### src/rtl/tmr_pkg.sv
package tmr_pkg;

    // Register word indices; the bus address is byte offset / 4.
    typedef enum logic [2:0] {
        REG_STATUS  = 3'd0,
        REG_CTRL    = 3'd1,
        REG_PER_LO  = 3'd2,
        REG_PER_HI  = 3'd3,
        REG_SNAP_LO = 3'd4,
        REG_SNAP_HI = 3'd5
    } reg_idx_e;

    localparam int REG_IDX_W = 3;

    // Control word bit positions
    localparam int CTL_IEN   = 0;
    localparam int CTL_CONT  = 1;
    localparam int CTL_START = 2;
    localparam int CTL_STOP  = 3;
    localparam int CTL_W     = 4;

    // Status word bit positions
    localparam int STS_TMO = 0;
    localparam int STS_RUN = 1;

    // Persistent configuration held by the control register
    typedef struct packed {
        logic irq_en;
        logic cont;
    } tmr_cfg_t;

    // One-hot style write strobes decoded from a bus access
    typedef struct packed {
        logic status;
        logic ctrl;
        logic per_lo;
        logic per_hi;
        logic snap_lo;
    } tmr_wr_t;

    // Turns one bus access into per-register write strobes.
    function automatic tmr_wr_t decode_write(logic sel, logic we,
                                             logic [REG_IDX_W-1:0] idx);
        tmr_wr_t w;
        logic    en;
        en        = sel && we;
        w.status  = en && (idx == REG_STATUS);
        w.ctrl    = en && (idx == REG_CTRL);
        w.per_lo  = en && (idx == REG_PER_LO);
        w.per_hi  = en && (idx == REG_PER_HI);
        w.snap_lo = en && (idx == REG_SNAP_LO);
        return w;
    endfunction

endpackage

### src/rtl/tmr_bus_decode.sv
module tmr_bus_decode
    import tmr_pkg::*;
(
    input  logic                  bus_sel,
    input  logic                  bus_we,
    input  logic [REG_IDX_W-1:0]  bus_addr,
    input  logic [CTL_W-1:0]      ctl_bits,
    output tmr_wr_t               wr_o,
    output logic                  rd_en_o,
    output logic                  start_o,
    output logic                  stop_o,
    output tmr_cfg_t              cfg_wdata_o
);

    always_comb begin
        wr_o               = decode_write(bus_sel, bus_we, bus_addr);
        rd_en_o            = bus_sel && !bus_we;
        start_o            = wr_o.ctrl && ctl_bits[CTL_START];
        stop_o             = wr_o.ctrl && ctl_bits[CTL_STOP];
        cfg_wdata_o.irq_en = ctl_bits[CTL_IEN];
        cfg_wdata_o.cont   = ctl_bits[CTL_CONT];
    end

endmodule

### src/rtl/tmr_regfile.sv
module tmr_regfile
    import tmr_pkg::*;
#(
    parameter int DATA_W = 16,
    localparam int CNT_W = 2 * DATA_W,
    localparam int N_HALF = CNT_W / DATA_W
) (
    input  logic                  clk,
    input  logic                  rst,
    input  tmr_wr_t               wr_i,
    input  logic [DATA_W-1:0]     wdata_i,
    input  tmr_cfg_t              cfg_wdata_i,
    input  logic                  rd_en_i,
    input  logic [REG_IDX_W-1:0]  rd_idx_i,
    input  logic [CNT_W-1:0]      cnt_i,
    input  logic                  run_i,
    input  logic                  flag_i,
    output tmr_cfg_t              cfg_o,
    output logic [CNT_W-1:0]      period_o,
    output logic [CNT_W-1:0]      period_next_o,
    output logic [DATA_W-1:0]     rdata_o
);

    logic [DATA_W-1:0] per_half_q [N_HALF];
    logic [DATA_W-1:0] per_half_d [N_HALF];
    tmr_cfg_t          cfg_q;
    logic [CNT_W-1:0]  snap_q;

    // Period halves: one register per half, low half first
    for (genvar h = 0; h < N_HALF; h++) begin : g_per_half
        logic half_we;
        assign half_we       = (h == 0) ? wr_i.per_lo : wr_i.per_hi;
        assign per_half_d[h] = half_we ? wdata_i : per_half_q[h];

        always_ff @(posedge clk) begin
            if (rst) per_half_q[h] <= '1;
            else     per_half_q[h] <= per_half_d[h];
        end

        assign period_o[h*DATA_W +: DATA_W]      = per_half_q[h];
        assign period_next_o[h*DATA_W +: DATA_W] = per_half_d[h];
    end

    always_ff @(posedge clk) begin
        if (rst) begin
            cfg_q  <= '0;
            snap_q <= '0;
        end else begin
            if (wr_i.ctrl)    cfg_q  <= cfg_wdata_i;
            if (wr_i.snap_lo) snap_q <= cnt_i;
        end
    end

    assign cfg_o = cfg_q;

    always_comb begin
        rdata_o = '0;
        if (rd_en_i) begin
            case (rd_idx_i)
                REG_STATUS: begin
                    rdata_o[STS_TMO] = flag_i;
                    rdata_o[STS_RUN] = run_i;
                end
                REG_CTRL: begin
                    rdata_o[CTL_IEN]  = cfg_q.irq_en;
                    rdata_o[CTL_CONT] = cfg_q.cont;
                end
                REG_PER_LO:  rdata_o = per_half_q[0];
                REG_PER_HI:  rdata_o = per_half_q[1];
                REG_SNAP_LO: rdata_o = snap_q[DATA_W-1:0];
                REG_SNAP_HI: rdata_o = snap_q[CNT_W-1:DATA_W];
                default:     rdata_o = '0;
            endcase
        end
    end

endmodule

### src/rtl/tmr_counter.sv
module tmr_counter #(
    parameter int CNT_W = 32
) (
    input  logic             clk,
    input  logic             rst,
    input  logic             load_i,
    input  logic [CNT_W-1:0] load_val_i,
    input  logic             start_i,
    input  logic             stop_i,
    input  logic             cont_i,
    input  logic [CNT_W-1:0] period_i,
    output logic [CNT_W-1:0] cnt_o,
    output logic             run_o,
    output logic             tmo_o
);

    localparam logic [CNT_W-1:0] CNT_ONE = CNT_W'(1);

    logic [CNT_W-1:0] cnt_q, cnt_d;
    logic             run_q, run_d;
    logic             tmo;

    always_comb begin
        tmo   = run_q && (cnt_q == '0);
        cnt_d = cnt_q;
        run_d = run_q;
        if (run_q) cnt_d = tmo ? period_i : (cnt_q - CNT_ONE);
        if (tmo && !cont_i) run_d = 1'b0;
        if (start_i) run_d = 1'b1;
        if (stop_i)  run_d = 1'b0;
        if (load_i) begin
            cnt_d = load_val_i;
            run_d = 1'b0;
        end
    end

    always_ff @(posedge clk) begin
        if (rst) begin
            cnt_q <= '1;
            run_q <= 1'b0;
        end else begin
            cnt_q <= cnt_d;
            run_q <= run_d;
        end
    end

    assign cnt_o = cnt_q;
    assign run_o = run_q;
    assign tmo_o = tmo;

endmodule

### src/rtl/tmr_flag.sv
module tmr_flag (
    input  logic clk,
    input  logic rst,
    input  logic tmo_i,
    input  logic clr_i,
    output logic flag_o
);

    logic flag_q, flag_d;

    always_comb begin
        flag_d = flag_q;
        if (clr_i) flag_d = 1'b0;
        if (tmo_i) flag_d = 1'b1;
    end

    always_ff @(posedge clk) begin
        if (rst) flag_q <= 1'b0;
        else     flag_q <= flag_d;
    end

    assign flag_o = flag_q;

endmodule

### src/rtl/ival_timer.sv
module ival_timer
    import tmr_pkg::*;
#(
    parameter int DATA_W = 16
) (
    input  logic                 clk,
    input  logic                 rst,
    input  logic                 bus_sel,
    input  logic                 bus_we,
    input  logic [2:0]           bus_addr,
    input  logic [DATA_W-1:0]    bus_wdata,
    output logic [DATA_W-1:0]    bus_rdata,
    output logic                 irq_o
);

    localparam int CNT_W = 2 * DATA_W;

    tmr_wr_t          wr_w;
    tmr_cfg_t         cfg_wdata_w;
    tmr_cfg_t         cfg_w;
    logic             rd_en_w;
    logic             start_w;
    logic             stop_w;
    logic [CNT_W-1:0] cnt_w;
    logic [CNT_W-1:0] period_w;
    logic [CNT_W-1:0] period_next_w;
    logic             run_w;
    logic             tmo_w;
    logic             flag_w;

    tmr_bus_decode u_dec (
        .bus_sel     (bus_sel),
        .bus_we      (bus_we),
        .bus_addr    (bus_addr),
        .ctl_bits    (bus_wdata[CTL_W-1:0]),
        .wr_o        (wr_w),
        .rd_en_o     (rd_en_w),
        .start_o     (start_w),
        .stop_o      (stop_w),
        .cfg_wdata_o (cfg_wdata_w)
    );

    tmr_regfile #(.DATA_W(DATA_W)) u_regs (
        .clk           (clk),
        .rst           (rst),
        .wr_i          (wr_w),
        .wdata_i       (bus_wdata),
        .cfg_wdata_i   (cfg_wdata_w),
        .rd_en_i       (rd_en_w),
        .rd_idx_i      (bus_addr),
        .cnt_i         (cnt_w),
        .run_i         (run_w),
        .flag_i        (flag_w),
        .cfg_o         (cfg_w),
        .period_o      (period_w),
        .period_next_o (period_next_w),
        .rdata_o       (bus_rdata)
    );

    tmr_counter #(.CNT_W(CNT_W)) u_cnt (
        .clk        (clk),
        .rst        (rst),
        .load_i     (wr_w.per_lo || wr_w.per_hi),
        .load_val_i (period_next_w),
        .start_i    (start_w),
        .stop_i     (stop_w),
        .cont_i     (cfg_w.cont),
        .period_i   (period_w),
        .cnt_o      (cnt_w),
        .run_o      (run_w),
        .tmo_o      (tmo_w)
    );

    tmr_flag u_flag (
        .clk    (clk),
        .rst    (rst),
        .tmo_i  (tmo_w),
        .clr_i  (wr_w.status),
        .flag_o (flag_w)
    );

    assign irq_o = flag_w && cfg_w.irq_en;

endmodule

### config.mk
export PLATFORM = sky130hd
export DESIGN_NAME = ival_timer
export DESIGN_NICKNAME = d
export VERILOG_FILES = /design/src/rtl/tmr_pkg.sv /design/src/rtl/tmr_bus_decode.sv /design/src/rtl/tmr_regfile.sv /design/src/rtl/tmr_counter.sv /design/src/rtl/tmr_flag.sv /design/src/rtl/ival_timer.sv
export SDC_FILE = /design/constraint.sdc
export NUM_CORES = 1
export LEC_CHECK = 0
export BUFFER_PORTS_ARGS = -buffer_cell sky130_fd_sc_hd__buf_2
export CORE_AREA = 8 8 117 119
export DETAILED_ROUTE_END_ITERATION = 10
export DIE_AREA = 0 0 125 127
export PLACE_DENSITY_LB_ADDON = 0.15
export SYNTH_ARGS = -nofsm -noshare
export SYNTH_HDL_FRONTEND = slang
export SYNTH_SLANG_ARGS = --single-unit
### constraint.sdc
create_clock -name clk -period 6.52 [get_ports clk]
set_input_delay 0.652 -clock clk [delete_from_list [all_inputs] [get_ports clk]]
set_output_delay 0.652 -clock clk [all_outputs]
set_load 0.05 [all_outputs]
; ---- Yosys cells after proc, flatten, opt, wreduce, memory -nomap -nowiden
; Memories as Yosys holds them, arrays and structs flattened.
; Cells that the tools add are included.
[word_totals]
register_bits = 68
ramBits = 32
out_inout_bits = 17
mem_count = 1
[classes]
addsub = 1
eq_ne = 5
muxes = 17
bitwise_logic = 2
reduce_logical = 21
[memory_table]
columns = name, depth, width, read_ports, rd_ports_with_merged_regs, write_ports, line_no
row1 = u_regs.per_half_q, 2, 16, 2, 0, 2, tmr_regfile.sv:24  ; logic [DATA_W-1:0] per_half_q [N_HALF];
[op_table]
columns = cell, count
row1 = 2-to-1 mux 32 bit, 3
row2 = 2-to-1 mux 16 bit, 5
row3 = case mux 14 bit (4 select lines), 1
row4 = zero test 32 bit, 1
row5 = "subtractor 32 x 1 -> 32 bit, second input constant", 1
row6 = logical AND 1 bit, 12
row7 = case mux 2 bit (6 select lines), 1
row8 = 2-to-1 mux 1 bit, 7
row9 = "equality test 3 x 2 -> 1 bit, second input constant", 2
row10 = "equality test 3 bit, second input constant", 2
row11 = nonzero test 2 bit, 3
row12 = "equality test 3 x 1 -> 1 bit, second input constant", 1
row13 = zero test 3 bit, 1
row14 = OR reduction 3 bit, 1
row15 = zero test 1 bit, 2
row16 = bitwise OR 1 bit, 2
row17 = logical OR 1 bit, 1

; ---- Longest topological paths before layout
; Gate-level depths: netlist of the first run.
[logic_depth]
depth_word = 5
depth_mapped = 9

; ---- By module
; A second synthesis of the first run with hierarchy kept.
[hier_totals]
hier_cells = 623
area_unflattened_um2 = 5675.4
[by_module_without_submodules]
columns = mod, instances, cells_per_inst, area_per_inst_um2, seq_area_each_um2
row1 = tmr_regfile, 1, 295, 3181.8, 1321.3
row2 = tmr_counter, 1, 309, 2354.8, 660.6
row3 = tmr_bus_decode, 1, 13, 87.6, 0.0
row4 = tmr_flag, 1, 4, 38.8, 20.0
row5 = ival_timer, 1, 2, 12.5, 0.0

; ---- Worst setup path after synthesis of the first run
; OpenSTA, ideal clock, no wires.
[synth_timing]
path_kind = input-to-output
start = input bus_addr[1]
end = output bus_rdata[10]
arrival_time_ps = 2518
t_required_ps = 5868
setup_slack_ps = 3350
stages = 6
n_path_buf = 3
cell_sequence = clkbuf_1 and3b_1 clkbuf_1 buf_1 a221oi_1 nor2_1
[synth_between]
elab_chain_cells = 3
elab_cells_between_ends = 6
cone_classes = eq/ne: 4 / mux: 2
[synth_rtl]
columns = item, line_no
row1 = from (decl), ival_timer.sv:10  ; input logic [2:0] bus_addr,
row2 = equality test 3 bit or equality test 3 x 2 -> 1 bit (tied branches), tmr_regfile.sv:59  ; case (rd_idx_i)
row3 = case mux 14 bit (4 select lines) *, tmr_regfile.sv:59
row4 = 2-to-1 mux 16 bit *, tmr_regfile.sv:58  ; if (rd_en_i) begin
row5 = to (decl), ival_timer.sv:12  ; output logic [DATA_W-1:0] bus_rdata,
; Every way passes the cells marked *; elsewhere a longest branch is shown, timed or not.

; ---- Final worst setup path of the first run
[layout_timing]
start = input bus_addr[2]
end = output bus_rdata[12]
; The elaborated chain is that of the path after synthesis.

==> results of run 1 <==
cell families after synthesis:
| group | after synthesis | synth area share (%) |
|---|---|---|
| buffers and inverters | 61 | 4.77 |
| flip-flops | 100 | 38.5 |
| multiplexers | 29 | 5.73 |
| AO/OA/AOI/OAI | 181 | 24.4 |
| AND/OR/NAND/NOR | 258 | 24.5 |
| XOR/XNOR | 11 | 1.85 |
| adder cells (fa/ha/maj) | 1 | 0.241 |
Yosys cell counts, types with 6 or more instances:
library cell	instances	area [um2]
nand2_1	106	398
dfxtp_1	100	2000
nor2_1	57	214
a21oi_1	54	270
clkbuf_1	42	158
a22oi_1	23	173
mux2i_1	23	230
o21ai_0	22	110
nand3_1	21	105
a221oi_1	16	140
nor3_1	16	80.1
a221o_1	14	140
nor4_1	7	43.8
o211a_1	7	70.1
buf_1	6	22.5
buf_2	6	30.0
nand4_1	6	37.5
o211ai_1	6	45.0
or4_1	6	45.0
xnor2_1	6	52.6
flip-flops by register name, indices dropped and copies added, names as in the netlist:
signal,count
u_regs.per_half_q,32
u_flag.flag_o,1
u_regs.snap_q,32
u_cnt.cnt_o,32
u_cnt.run_o,1
u_regs.cfg_o,2
worst max-delay path by stage:
stage | startpoint | end | slack [ns] | depth (start not counted)
2_1_floorplan | bus_addr[1] | bus_rdata[10] | 3.35 | 6
3_3_place_gp | bus_addr[2] | bus_rdata[12] | 3.24 | 7
3_5_place_dp | bus_addr[2] | bus_rdata[12] | 3.17 | 7
4_1_cts | bus_addr[2] | bus_rdata[12] | 3.17 | 7
5_1_grt | bus_addr[2] | bus_rdata[8] | 3.05 | 7
6_report | bus_addr[2] | bus_rdata[12] | 3.12 | 7
critical path, cell delays in order:
cell      delay (ns)
buf_2           0.20
nor2b_1         0.17
buf_4           0.27
and2_0          0.82
a221oi_1        0.19
nor2_1          0.15
buf_2           0.28
area by class of cell:
type	count	area, um2	area share, %
multi-input cells	480	2950	51.7
flip-flops and latches	100	2000	35.0
repair buffers	51	285	4.99
clock buffers	10	229	4.01
well taps	147	184	3.22
clock inverters	6	40.0	0.701
inverters	5	18.8	0.329
per-stage QoR:
| stage | power (mW) | instance area, um2 | hold slack, ns |
|---|---|---|---|
| floorplan | 0.736 | 5200 | 0.433 |
| global placement | 0.775 | 5440 | 0.442 |
| detailed placement | 0.777 | 5440 | 0.449 |
| CTS | 1.28 | 5710 | 0.461 |
| global route | 1.31 | 5710 | 0.469 |
| finish | 1.27 | 5710 | 0.459 |
metal layers:
metal	global-route usage [%]	up-vias
met5	0	-
met4	12.0	0
met3	5.41	38
met2	33.4	200
met1	28.3	2417
li1	-	2386
power breakdown:
group / switching, mW / total [mW] / internal [mW]
Combinational: 0.0764 / 0.117 / 0.0402
Sequential: 0.0216 / 0.649 / 0.627
Clock: 0.245 / 0.504 / 0.259
Total: 0.343 / 1.27 / 0.926
==> results.txt, run 1 <==
----------------------------------------------------
[Min path]
  Worst hold path type ... reg2reg
  Hold endpoint ... u_regs.snap_q[21]$_SDFFE_PP0P_
  Hold wc startpoint ... u_regs.snap_q[21]$_SDFFE_PP0P_
  Instance count along the most critical hold path ... 2

[Detailed routing]
  Detailed Routing Iterations Pass 1 ... 5
  Detailed-routed wire length on met3 ... about 1200 um
  Highest layer used for signal routing ... met4
  Final antenna-violating net count ... 0
  Residual DRC ... 0
  Post-DR vias/cell ... ~6.3
  Routed met1 length ... 7860 um
  Total wire length ... between 15000 and 20000 um
  Drt initial violations ... around 520
  Detail Route met2 WL ... about 7600 um
  WL per Instance ... roughly 22 um
  Detailed-route via count ... 5041

[Timing]
  Max-slew violation count ... 0
  Maximum clock skew at final layout ... 0.0106 ns
  Ratio of final minimum period to clock period ... approximately 52%
  Final hold vios ... 0
  Minimum period implied by the final worst setup slack ... 3.40 ns
  Top achievable clock speed ... roughly 300 MHz
  Transition time at the pin with the least slew margin ... 1.10 ns
  RSZ-0062 raised after global routing ... no
  Total of endpoints with negative setup slack in the final report ... 0
  Final worst setup slack ... around 3.1 ns
  Max_slew headroom ... 26.2%
  Setup TNS ... 0 ns

[Cells and area]
  Antenna diodes ... 0
  Fill cell total of the finished layout ... ~1200
  Fraction of final layout cells with drive strength greater than 1 ... around an eighth
  Growth of design area from synthesis to finish ... 9.89%
  Leading cell types in the layout, fill and taps excluded ... nand2_1 (106), dfxtp_1 (100), nor2_1 (57)
  Final core utilization ... slightly below 50%
  Leading cell type in the layout, fill and taps excluded ... nand2_1
  Final Net Count ... between 600 and 700
  Final std cells w/o fill ... between 700 and 800

[Placement]
  Estimated wirelength of the detail-placed design ... 11800 um
  Port Buffers ... 39
  DP Worst Slack ... approximately 3.2 ns
  Placer congestion estimate ... approximately 0.84
  # placed instances ... a little under 800

[Clocking]
  Number of buffers added by the clock tree synthesis step ... 9
  Clock transition at path regs ... 0.07 ns
  Number of resized instances in the post-cts repair step ... 0
  Buffers inserted during post-CTS setup optimization ... 0
  TritonCTS clock tree ... done
  Number of sinks on the clock net ... 100
  Post-CTS Hold Buffers ... 0
  Number of H-tree levels ... 3
  Cell at the root of the clock tree ... clkbuf_16
  Clk Latency, worst-skew pair ... about 0.36 ns
  Maximum root-to-sink buffer count ... 2

[Power and ir drop]
  Pwr per Cell Area ... ~220 mW/mm2
  Standby leakage power ... about 2 nW
  Worst vdd ir ... between 0.15 and 0.2 mV

[Run status]
  Outcome ... finished, final reports clean

[Floorplan]
  Die width ... 125 um
  Vertical extent of the die ... 127 um
  Die Area ... 0.0159 mm2
  Initial core utilization ... between 40 and 50%
  Number of cell rows ... 40
  Ports ... 40
  Placeable Area ... roughly 0.012 mm2

[Global route]
  Total routing resource utilization after global routing ... between 20% and 30%
  Number of global-route vias before repair ... 4906
  Number of antenna violations at the first check in global routing ... 0
  Total grt overflow ... 0
  First-pass GRT wire length ... around 28000 um
  Pin count of the biggest net entering global routing ... 41

[Logic synthesis]
  Most instantiated flip-flop cell in the synthesis netlist ... dfxtp_1
  Share of synthesized area occupied by flip-flops and latches ... between 30% and 40%
  Count of warnings emitted by yosys ... 0
  Total standard cell area after synthesis ... approximately 0.0052 mm2
  Net count after synthesis ... ~670
  Number of register bits inferred by synthesis ... 100
  Number of enable flip-flop cells after synthesis ... 0
  Share of synthesized flip-flops with an asynchronous set or reset ... 0%
  Avg Synthesized Cell Area ... between 8 and 9 um2
  Number of distinct standard cells referenced by the synthesized netlist ... a little under 70
  Gate Count Post-Synth ... about 640

[Worst setup path]
  Endpoint of the worst-slack reg-to-reg timing path ... u_cnt.cnt_o[5]$_SDFFE_PP1P_
  Critical path start-end classification ... in2out
  Path depth of the worst reg2reg path ... 7
  Data arrival time at the worst-slack endpoint ... 2.75 ns
  Slack of the worst reg-to-reg path ... around 3.5 ns
  Sort of element at the start of the critical path ... primary input
  Max Fanout on Critical Path ... 18
  R2R Path Start ... u_cnt.cnt_o[0]$_SDFFE_PP1P_
  Worst Path Required ... 5.87 ns
  Worst setup EP type ... output port

[Flow run]
  Number of max-cap violations ... 0

----------------------------------------------------
Note: power is estimated with default switching activity, not from simulation.
==> run 2, diff against run 1 <==
ABC_AREA = 1   (was not set)
CORE_AREA = 8 8 123 125   (was 8 8 117 119)
DIE_AREA = 0 0 131 133   (was 0 0 125 127)
clock period = 3.05 ns   (was 6.52 ns; I/O delays follow)
==> results.txt, run 2 <==
----------------------------------------------------
[Logic synthesis]
  Synth area leader ... dfxtp_1
  Most instantiated flip-flop cell in the synthesis netlist ... dfxtp_1
  Leading cell type by number of instances after synthesis ... nand2_1
  Number of distinct standard cells referenced by the synthesized netlist ... 36 (-48%)
  Top cell types by occurrence after synthesis ... nand2_1 (241), inv_1 (134), dfxtp_1 (100)
  Count of warnings emitted by yosys ... 0 (unchanged)
  Cell types occupying the most area after synthesis ... dfxtp_1 (34%), nand2_1 (15%), inv_1 (8.6%)
  Avg Synthesized Cell Area ... 6.25 um2 (-23%)
  Total standard cell area after synthesis ... 0.00584 mm2 (+12%)
  Number of register bits inferred by synthesis ... 100 (unchanged)
  Share of synthesized area occupied by flip-flops and latches ... 34.3% (-4.2 points)
  Net count after synthesis ... 959 (+44%)
  Gate Count Post-Synth ... 935 (+46%)
  Number of enable flip-flop cells after synthesis ... 0 (unchanged)
  Area fraction of the dominant cell type after synthesis ... 34.3% (-4.2 points)
  Share of synthesized flip-flops with an asynchronous set or reset ... 0% (unchanged)

[Clocking]
  Number of sinks on the clock net ... 100 (unchanged)
  Maximum root-to-sink buffer count ... 2 (unchanged)
  Cell at the root of the clock tree ... clkbuf_16
  Number of buffers added by the clock tree synthesis step ... 9 (unchanged)
  Clock transition at path regs ... 0.07 ns (about the same)
  Number of resized instances in the post-cts repair step ... 0 (unchanged)
  Number of H-tree levels ... 3 (unchanged)
  Post-CTS Hold Buffers ... 0 (unchanged)
  TritonCTS clock tree ... done
  Buffers inserted during post-CTS setup optimization ... 0 (unchanged)
  Clk Latency, worst-skew pair ... 0.35 ns (about the same)

[Detailed routing]
  Drt initial violations ... 538 (+4.5%)
  Total wire length ... 19000 um (+8.5%)
  Detailed Routing Iterations Pass 1 ... 5 (unchanged)
  Post-DR vias/cell ... 5.23 (-17%)
  Residual DRC ... 0 (unchanged)
  Final antenna-violating net count ... 0 (unchanged)
  WL per Instance ... 16.8 um (-23%)
  Detailed-route via count ... 5922 (+17%)

[Timing]
  Final worst setup slack ... 0.660 ns (-2.46 ns)
  Ratio of final minimum period to clock period ... approximately four fifths
  Setup TNS ... 0 ns (unchanged)
  Top achievable clock speed ... ~420 MHz
  Max_slew headroom ... 43.8% (+18 points)
  Maximum clock skew at final layout ... 0.0102 ns (-0.000452 ns)
  RSZ-0062 raised after global routing ... no
  Minimum period implied by the final worst setup slack ... 2.39 ns
  Final hold vios ... 0 (unchanged)
  Max-slew violation count ... 0 (unchanged)
  Total of endpoints with negative setup slack in the final report ... 0 (unchanged)
  Transition time at the pin with the least slew margin ... 0.841 ns (-0.264 ns)

[Power and ir drop]
  Pwr per Cell Area ... 429 mW/mm2 (+93%)
  Reported net switching power ... 0.748 mW (+120%)
  Worst vdd ir ... 0.252 mV (+67%)
  Standby leakage power ... 3.25 nW (+62%)
  Portion of total power attributed to combinational logic ... 10.4% (+1.2 points)
  Fraction of power consumed by sequential logic ... 50.5% (-0.6 points)
  Clock power share ... 39.1% (-0.6 points)
  Switch share ... 27.2% (+0.17 points)
  Cell Int Power ... 2.00 mW (+120%)

[Worst setup path]
  Max Fanout on Critical Path ... 16 (-2)
  Critical path start-end classification ... in2out
  Sort of element at the start of the critical path ... primary input
  Data arrival time at the worst-slack endpoint ... 2.09 ns (-0.66 ns)
  Slack of the worst reg-to-reg path ... 1.06 ns (-2.41 ns)
  Worst setup EP type ... output port
  Worst Path Required ... 2.74 ns (-3.13 ns)

[Flow run]
  Number of max-cap violations ... 0 (unchanged)

[Placement]
  Estimated wirelength of the detail-placed design ... 13400 um (+14%)
  Placer congestion estimate ... 0.893 (+6.2%)
  DP Worst Slack ... 0.723 ns (-2.45 ns)
  Post-detailed-placement cell area ... 0.00615 mm2 (+13%)
  Port Buffers ... 39 (unchanged)
  # placed instances ... 1119 (+43%)

[Min path]
  Worst hold path type ... in2reg

[Floorplan]
  Placeable Area ... 0.0131 mm2 (+11%)
  Ports ... 40 (unchanged)
  Initial core utilization ... 44.6% (+0.62 points)
  Vertical extent of the die ... 133 um (+4.7%)
  Die width ... 131 um (+4.8%)
  Die Area ... 0.0174 mm2 (+9.8%)
  Number of cell rows ... 42 (+5.0%)

[Cells and area]
  Antenna diodes ... 0 (unchanged)
  Final std cell area, no fill ... 0.00641 mm2 (+12%)
  Fraction of final layout cells with drive strength greater than 1 ... 12.3% (-0.39 points)
  Final Net Count ... 978 (+46%)
  Growth of design area from synthesis to finish ... 9.79% (about the same)
  Fill cell total of the finished layout ... 1376 (+16%)
  Storage cell area ... 0.00200 mm2 (unchanged)
  Leading cell type in the layout, fill and taps excluded ... nand2_1
  Final core utilization ... 49.0% (+0.64 points)
  Leading cell types in the layout, fill and taps excluded ... nand2_1 (241), inv_1 (133), dfxtp_1 (100)
  Footprint of the multi-input gates ... 0.00312 mm2 (+5.6%)
  Final std cells w/o fill ... 1132 (+42%)

[Global route]
  Routing usage on met2 ... 33.4% (about the same)
  Met3 layer usage reported by global route ... 5.26% (-0.14 points)
  Global-route met1 utilization ... 32.0% (+3.7 points)
  Most Crowded Layer GR ... met2
  Number of global-route vias before repair ... 5496 (+12%)
  First-pass GRT wire length ... 30400 um (+10%)
  Total routing resource utilization after global routing ... 22.8% (+0.73 points)
  Number of antenna violations at the first check in global routing ... 0 (unchanged)
  Pin count of the biggest net entering global routing ... 65 (+59%)
  Total grt overflow ... 0 (unchanged)

[Run status]
  Outcome ... finished, final reports clean

----------------------------------------------------
==> run 2: changes by cell type after synthesis, moves of 22 or more <==
cell	previous run	this run
inv_1	4	134
nand3_1	21	86
nor2_1	57	87
o21ai_0	22	57
mux2i_1	23	0
o21ai_1	2	24
a22oi_1	23	0
or2_2	1	27
nand2_1	106	241
==> run 2: power by group through the flow <==
stage               combinational, mW  clock, mW  sequential [mW]
floorplan                       0.201          0             1.40
global placement                0.282          0             1.42
detailed placement              0.283          0             1.42
CTS                             0.284       1.09             1.39
global route                    0.319       1.15             1.39
finish                          0.287       1.07             1.39
==> run 2: worst paths after layout <==
kind,depth (start not counted),startpoint,to
worst max-delay path,7,bus_addr[0],bus_rdata[3]
worst min-delay path,3,bus_wdata[2],u_cnt.run_o$_SDFFE_PP0P_
worst min register to register,2,u_regs.snap_q[0]$_SDFFE_PP0P_,u_regs.snap_q[0]$_SDFFE_PP0P_
worst max register to register,12,u_cnt.cnt_o[0]$_SDFFE_PP1P_,u_cnt.cnt_o[19]$_SDFFE_PP1P_
==> run 2: final cells by class <==
| type | count | area share [%] |
|---|---|---|
| clock inverter | 3 | 0.390 |
| timing repair buffer | 50 | 4.33 |
| sequential | 100 | 31.2 |
| clock buffer | 10 | 3.73 |
| inverter | 141 | 8.25 |
| tap | 176 | 3.43 |
| multi-input combinational | 652 | 48.6 |
==> run 2: cell families after synthesis <==
family | share of synthesized area [%]
xor gates and xnor gates | 1.50
AOI/OAI and AO/OA | 14.8
buffers and inverters | 12.4
DFF | 34.3
adders and majority gates | 0.214
and+or+nand+nor | 36.7
==> run 2: critical path, stage by stage <==
cell and delay, ns:
buf_2 0.14, nor2_1 0.29, nand2_1 0.55, o22ai_1 0.30
nor2_1 0.08, nor2_1 0.12, buf_2 0.29
==> run 2: per-layer routing <==
metal	vias to the layer above	part of all wire (%)	routed length, um
li1	2991	-	-
met1	2686	47	8960
met2	222	43	8140
met3	23	8.3	1570
met4	0	1.6	303
met5	-	0	0
==> run 2: metrics by stage <==
step	power (mW)	hold WS, ns
floorplan	1.60	0.412
global placement	1.70	0.444
detailed placement	1.70	0.450
CTS	2.76	0.207
global route	2.86	0.223
finish	2.75	0.218
==> run 3, diff against run 2 <==
ABC_AREA = 0   (was 1)
CORE_AREA = 8 8 117 119   (was 8 8 123 125)
DIE_AREA = 0 0 125 127   (was 0 0 131 133)
clock period = 2.4 ns   (was 3.05 ns; I/O delays follow)
==> results.txt, run 3 (synthesized netlist as in run 1, its figures left out) <==
----------------------------------------------------
[Timing]
  Minimum period implied by the final worst setup slack ... between 2 and 2.5 ns
  Maximum clock skew at final layout ... 0.00609 ns (-0.00406 ns)
  Max_slew headroom ... 41.9% (-1.9 points)
  Ratio of final minimum period to clock period ... 93.2%
  Setup TNS ... 0 ns (unchanged)
  Top achievable clock speed ... around 450 MHz
  Transition time at the pin with the least slew margin ... 0.868 ns (+0.0272 ns)
  RSZ-0062 raised after global routing ... no
  Final worst setup slack ... 0.162 ns (-0.497 ns)
  Final hold vios ... 0 (unchanged)
  Max-slew violation count ... 0 (unchanged)
  Total of endpoints with negative setup slack in the final report ... 0 (unchanged)

[Clocking]
  Number of H-tree levels ... 3 (unchanged)
  Maximum root-to-sink buffer count ... 2 (unchanged)
  Cell at the root of the clock tree ... clkbuf_16
  Clock transition at path regs ... 0.07 ns (about the same)
  Clk Latency, worst-skew pair ... 0.36 ns (about the same)
  TritonCTS clock tree ... done
  Number of buffers added by the clock tree synthesis step ... 9 (unchanged)
  Post-CTS Hold Buffers ... 0 (unchanged)
  Number of sinks on the clock net ... 100 (unchanged)

[Power and ir drop]
  Standby leakage power ... 2.20 nW (-32%)
  Worst vdd ir ... 0.301 mV (+20%)
  Final Total Pwr ... 3.60 mW (+31%)
  Pwr per Cell Area ... 594 mW/mm2 (+39%)

[Cells and area]
  Final core utilization ... 51.2% (+2.2 points)
  Leading cell types in the layout, fill and taps excluded ... nand2_1 (106), dfxtp_1 (100), nor2_1 (57)
  Antenna diodes ... 0 (unchanged)
  Footprint of the multi-input gates ... 0.00296 mm2 (-5.0%)
  Fraction of final layout cells with drive strength greater than 1 ... 17.6% (+5.2 points)
  Growth of design area from synthesis to finish ... 16.4%
  Final Net Count ... 707 (-28%)
  Storage cell area ... 0.00200 mm2 (unchanged)
  Leading cell type in the layout, fill and taps excluded ... nand2_1
  Fill cell total of the finished layout ... 1142 (-17%)

[Global route]
  Met3 layer usage reported by global route ... 4.62% (-0.65 points)
  Total grt overflow ... 0 (unchanged)
  Number of antenna violations at the first check in global routing ... 0 (unchanged)
  Pin count of the biggest net entering global routing ... 37 (-43%)
  First-pass GRT wire length ... 28300 um (-6.8%)
  Most Crowded Layer GR ... met2
  Global-route met1 utilization ... 29.1% (-2.9 points)
  Routing usage on met2 ... 34.7% (+1.3 points)
  Total routing resource utilization after global routing ... 22.4% (-0.32 points)
  Number of global-route vias before repair ... 5089 (-7.4%)

[Detailed routing]
  Detailed-route via count ... 5158 (-13%)
  Post-DR vias/cell ... 6.18 (+18%)
  Residual DRC ... 0 (unchanged)
  Final antenna-violating net count ... 0 (unchanged)
  Total wire length ... 17700 um (-6.7%)
  WL per Instance ... 21.2 um (+26%)
  Drt initial violations ... 497 (-7.6%)
  Detailed Routing Iterations Pass 1 ... 7 (+2)

[Worst setup path]
  Slack of the worst reg-to-reg path ... 0.16 ns (-0.90 ns)
  Sort of element at the start of the critical path ... flip-flop
  Critical path start-end classification ... reg2reg
  Critical-path cell with the highest stage delay ... nor4_2
  Worst Path Required ... 2.64 ns (-0.10 ns)
  Buffering stage count on the worst path with inverters included ... 1 (-1)
  Crit path to ... u_cnt.cnt_o[4]$_SDFFE_PP1P_
  Data arrival time at the worst-slack endpoint ... 2.48 ns (+0.39 ns)
  Largest stage delay on the critical path ... 0.46 ns (-0.09 ns)
  Sequence of cells on the critical path ... nor4_2, and4_1, nand3_4, buf_4, o211a_1, a221o_1
  Max Fanout on Critical Path ... 19 (+3)
  Crit. path cell count ... 6 (-1)
  Worst setup EP type ... flip-flop
  Endpoint of the worst-slack reg-to-reg timing path ... u_cnt.cnt_o[4]$_SDFFE_PP1P_
  Path depth of the worst reg2reg path ... 6 (-6)
  Launch point of the critical path ... u_cnt.cnt_o[26]$_SDFFE_PP1P_
  R2R Path Start ... u_cnt.cnt_o[26]$_SDFFE_PP1P_
  Crit-path leading delay family ... simple AND/OR/NAND/NOR gates

[Floorplan]
  Placeable Area ... 0.0118 mm2 (-9.7%)
  Vertical extent of the die ... 127 um (-4.5%)
  Ports ... 40 (unchanged)
  Die Area ... 0.0159 mm2 (-8.9%)
  Initial core utilization ... 44.0% (-0.62 points)
  Die width ... 125 um (-4.6%)
  Number of cell rows ... 40 (-4.8%)

[Min path]
  Worst hold path type ... in2reg

[Flow run]
  Number of max-cap violations ... 0 (unchanged)

[Placement]
  Estimated wirelength of the detail-placed design ... 12600 um (-5.8%)
  Placer congestion estimate ... 0.908 (+1.7%)
  DP Worst Slack ... 0.0231 ns (-0.699 ns)
  Port Buffers ... 39 (unchanged)

[Run status]
  Outcome ... finished, final reports clean

----------------------------------------------------
## run 3: through the flow
step,std cells,cell area (um2),hold WS (ns)
final,835,6050,0.157
after floorplan,641,5200,0.351
after global placement,813,5690,0.444
after global routing,835,6050,0.142
after CTS,833,6030,0.135
after detailed placement,813,5690,0.448
## run 3: cell type report
type	instances	area share, %
multi-input combinational	480	49.0
sequential	100	33.1
timing repair buffer	87	9.59
clock buffer	12	4.24
tap	147	3.04
clock inverter	4	0.786
inverter	5	0.310
## run 3: power breakdown
| group | switching [mW] | leakage [nW] | total, mW | internal [mW] |
|---|---|---|---|---|
| clock network | 0.631 | 0.149 | 1.49 | 0.862 |
| registers | 0.0562 | 0.813 | 1.76 | 1.70 |
| logic | 0.216 | 1.24 | 0.344 | 0.128 |
| total | 0.904 | 2.20 | 3.60 | 2.69 |
## run 3: timing repair
item	CTS	global route
cloned	0	0
hold endpoints to repair	0	0
setup endpoints to repair	1	9
gates resized for setup	0	1
pin swaps	1	2
setup buffers	4	2
## run 3: tightest hold or removal path, cell delays in order
cell and delay, ns:
buf_2 0.11, mux2i_1 0.07, nand2_1 0.06
## run 3: metal layers
layer  part of all wire [%]  vias up
li1                       -     2454
met1                     45     2415
met2                     44      246
met3                    7.1       43
met4                    3.6        0
met5                      0        -
## run 3: how the worst min path moves through the flow
stage,end,from,cells past startpoint
after floorplan,u_cnt.run_o$_SDFFE_PP0P_,bus_wdata[3],1
after detailed placement,u_regs.snap_q[30]$_SDFFE_PP0P_,u_regs.snap_q[30]$_SDFFE_PP0P_,2
final,u_regs.per_half_q[0][15]$_SDFF_PP1_,bus_wdata[15],3
after CTS,u_cnt.run_o$_SDFFE_PP0P_,bus_wdata[3],2
after global routing,u_cnt.run_o$_SDFFE_PP0P_,bus_wdata[3],2
after global placement,u_regs.snap_q[6]$_SDFFE_PP0P_,u_regs.snap_q[6]$_SDFFE_PP0P_,2
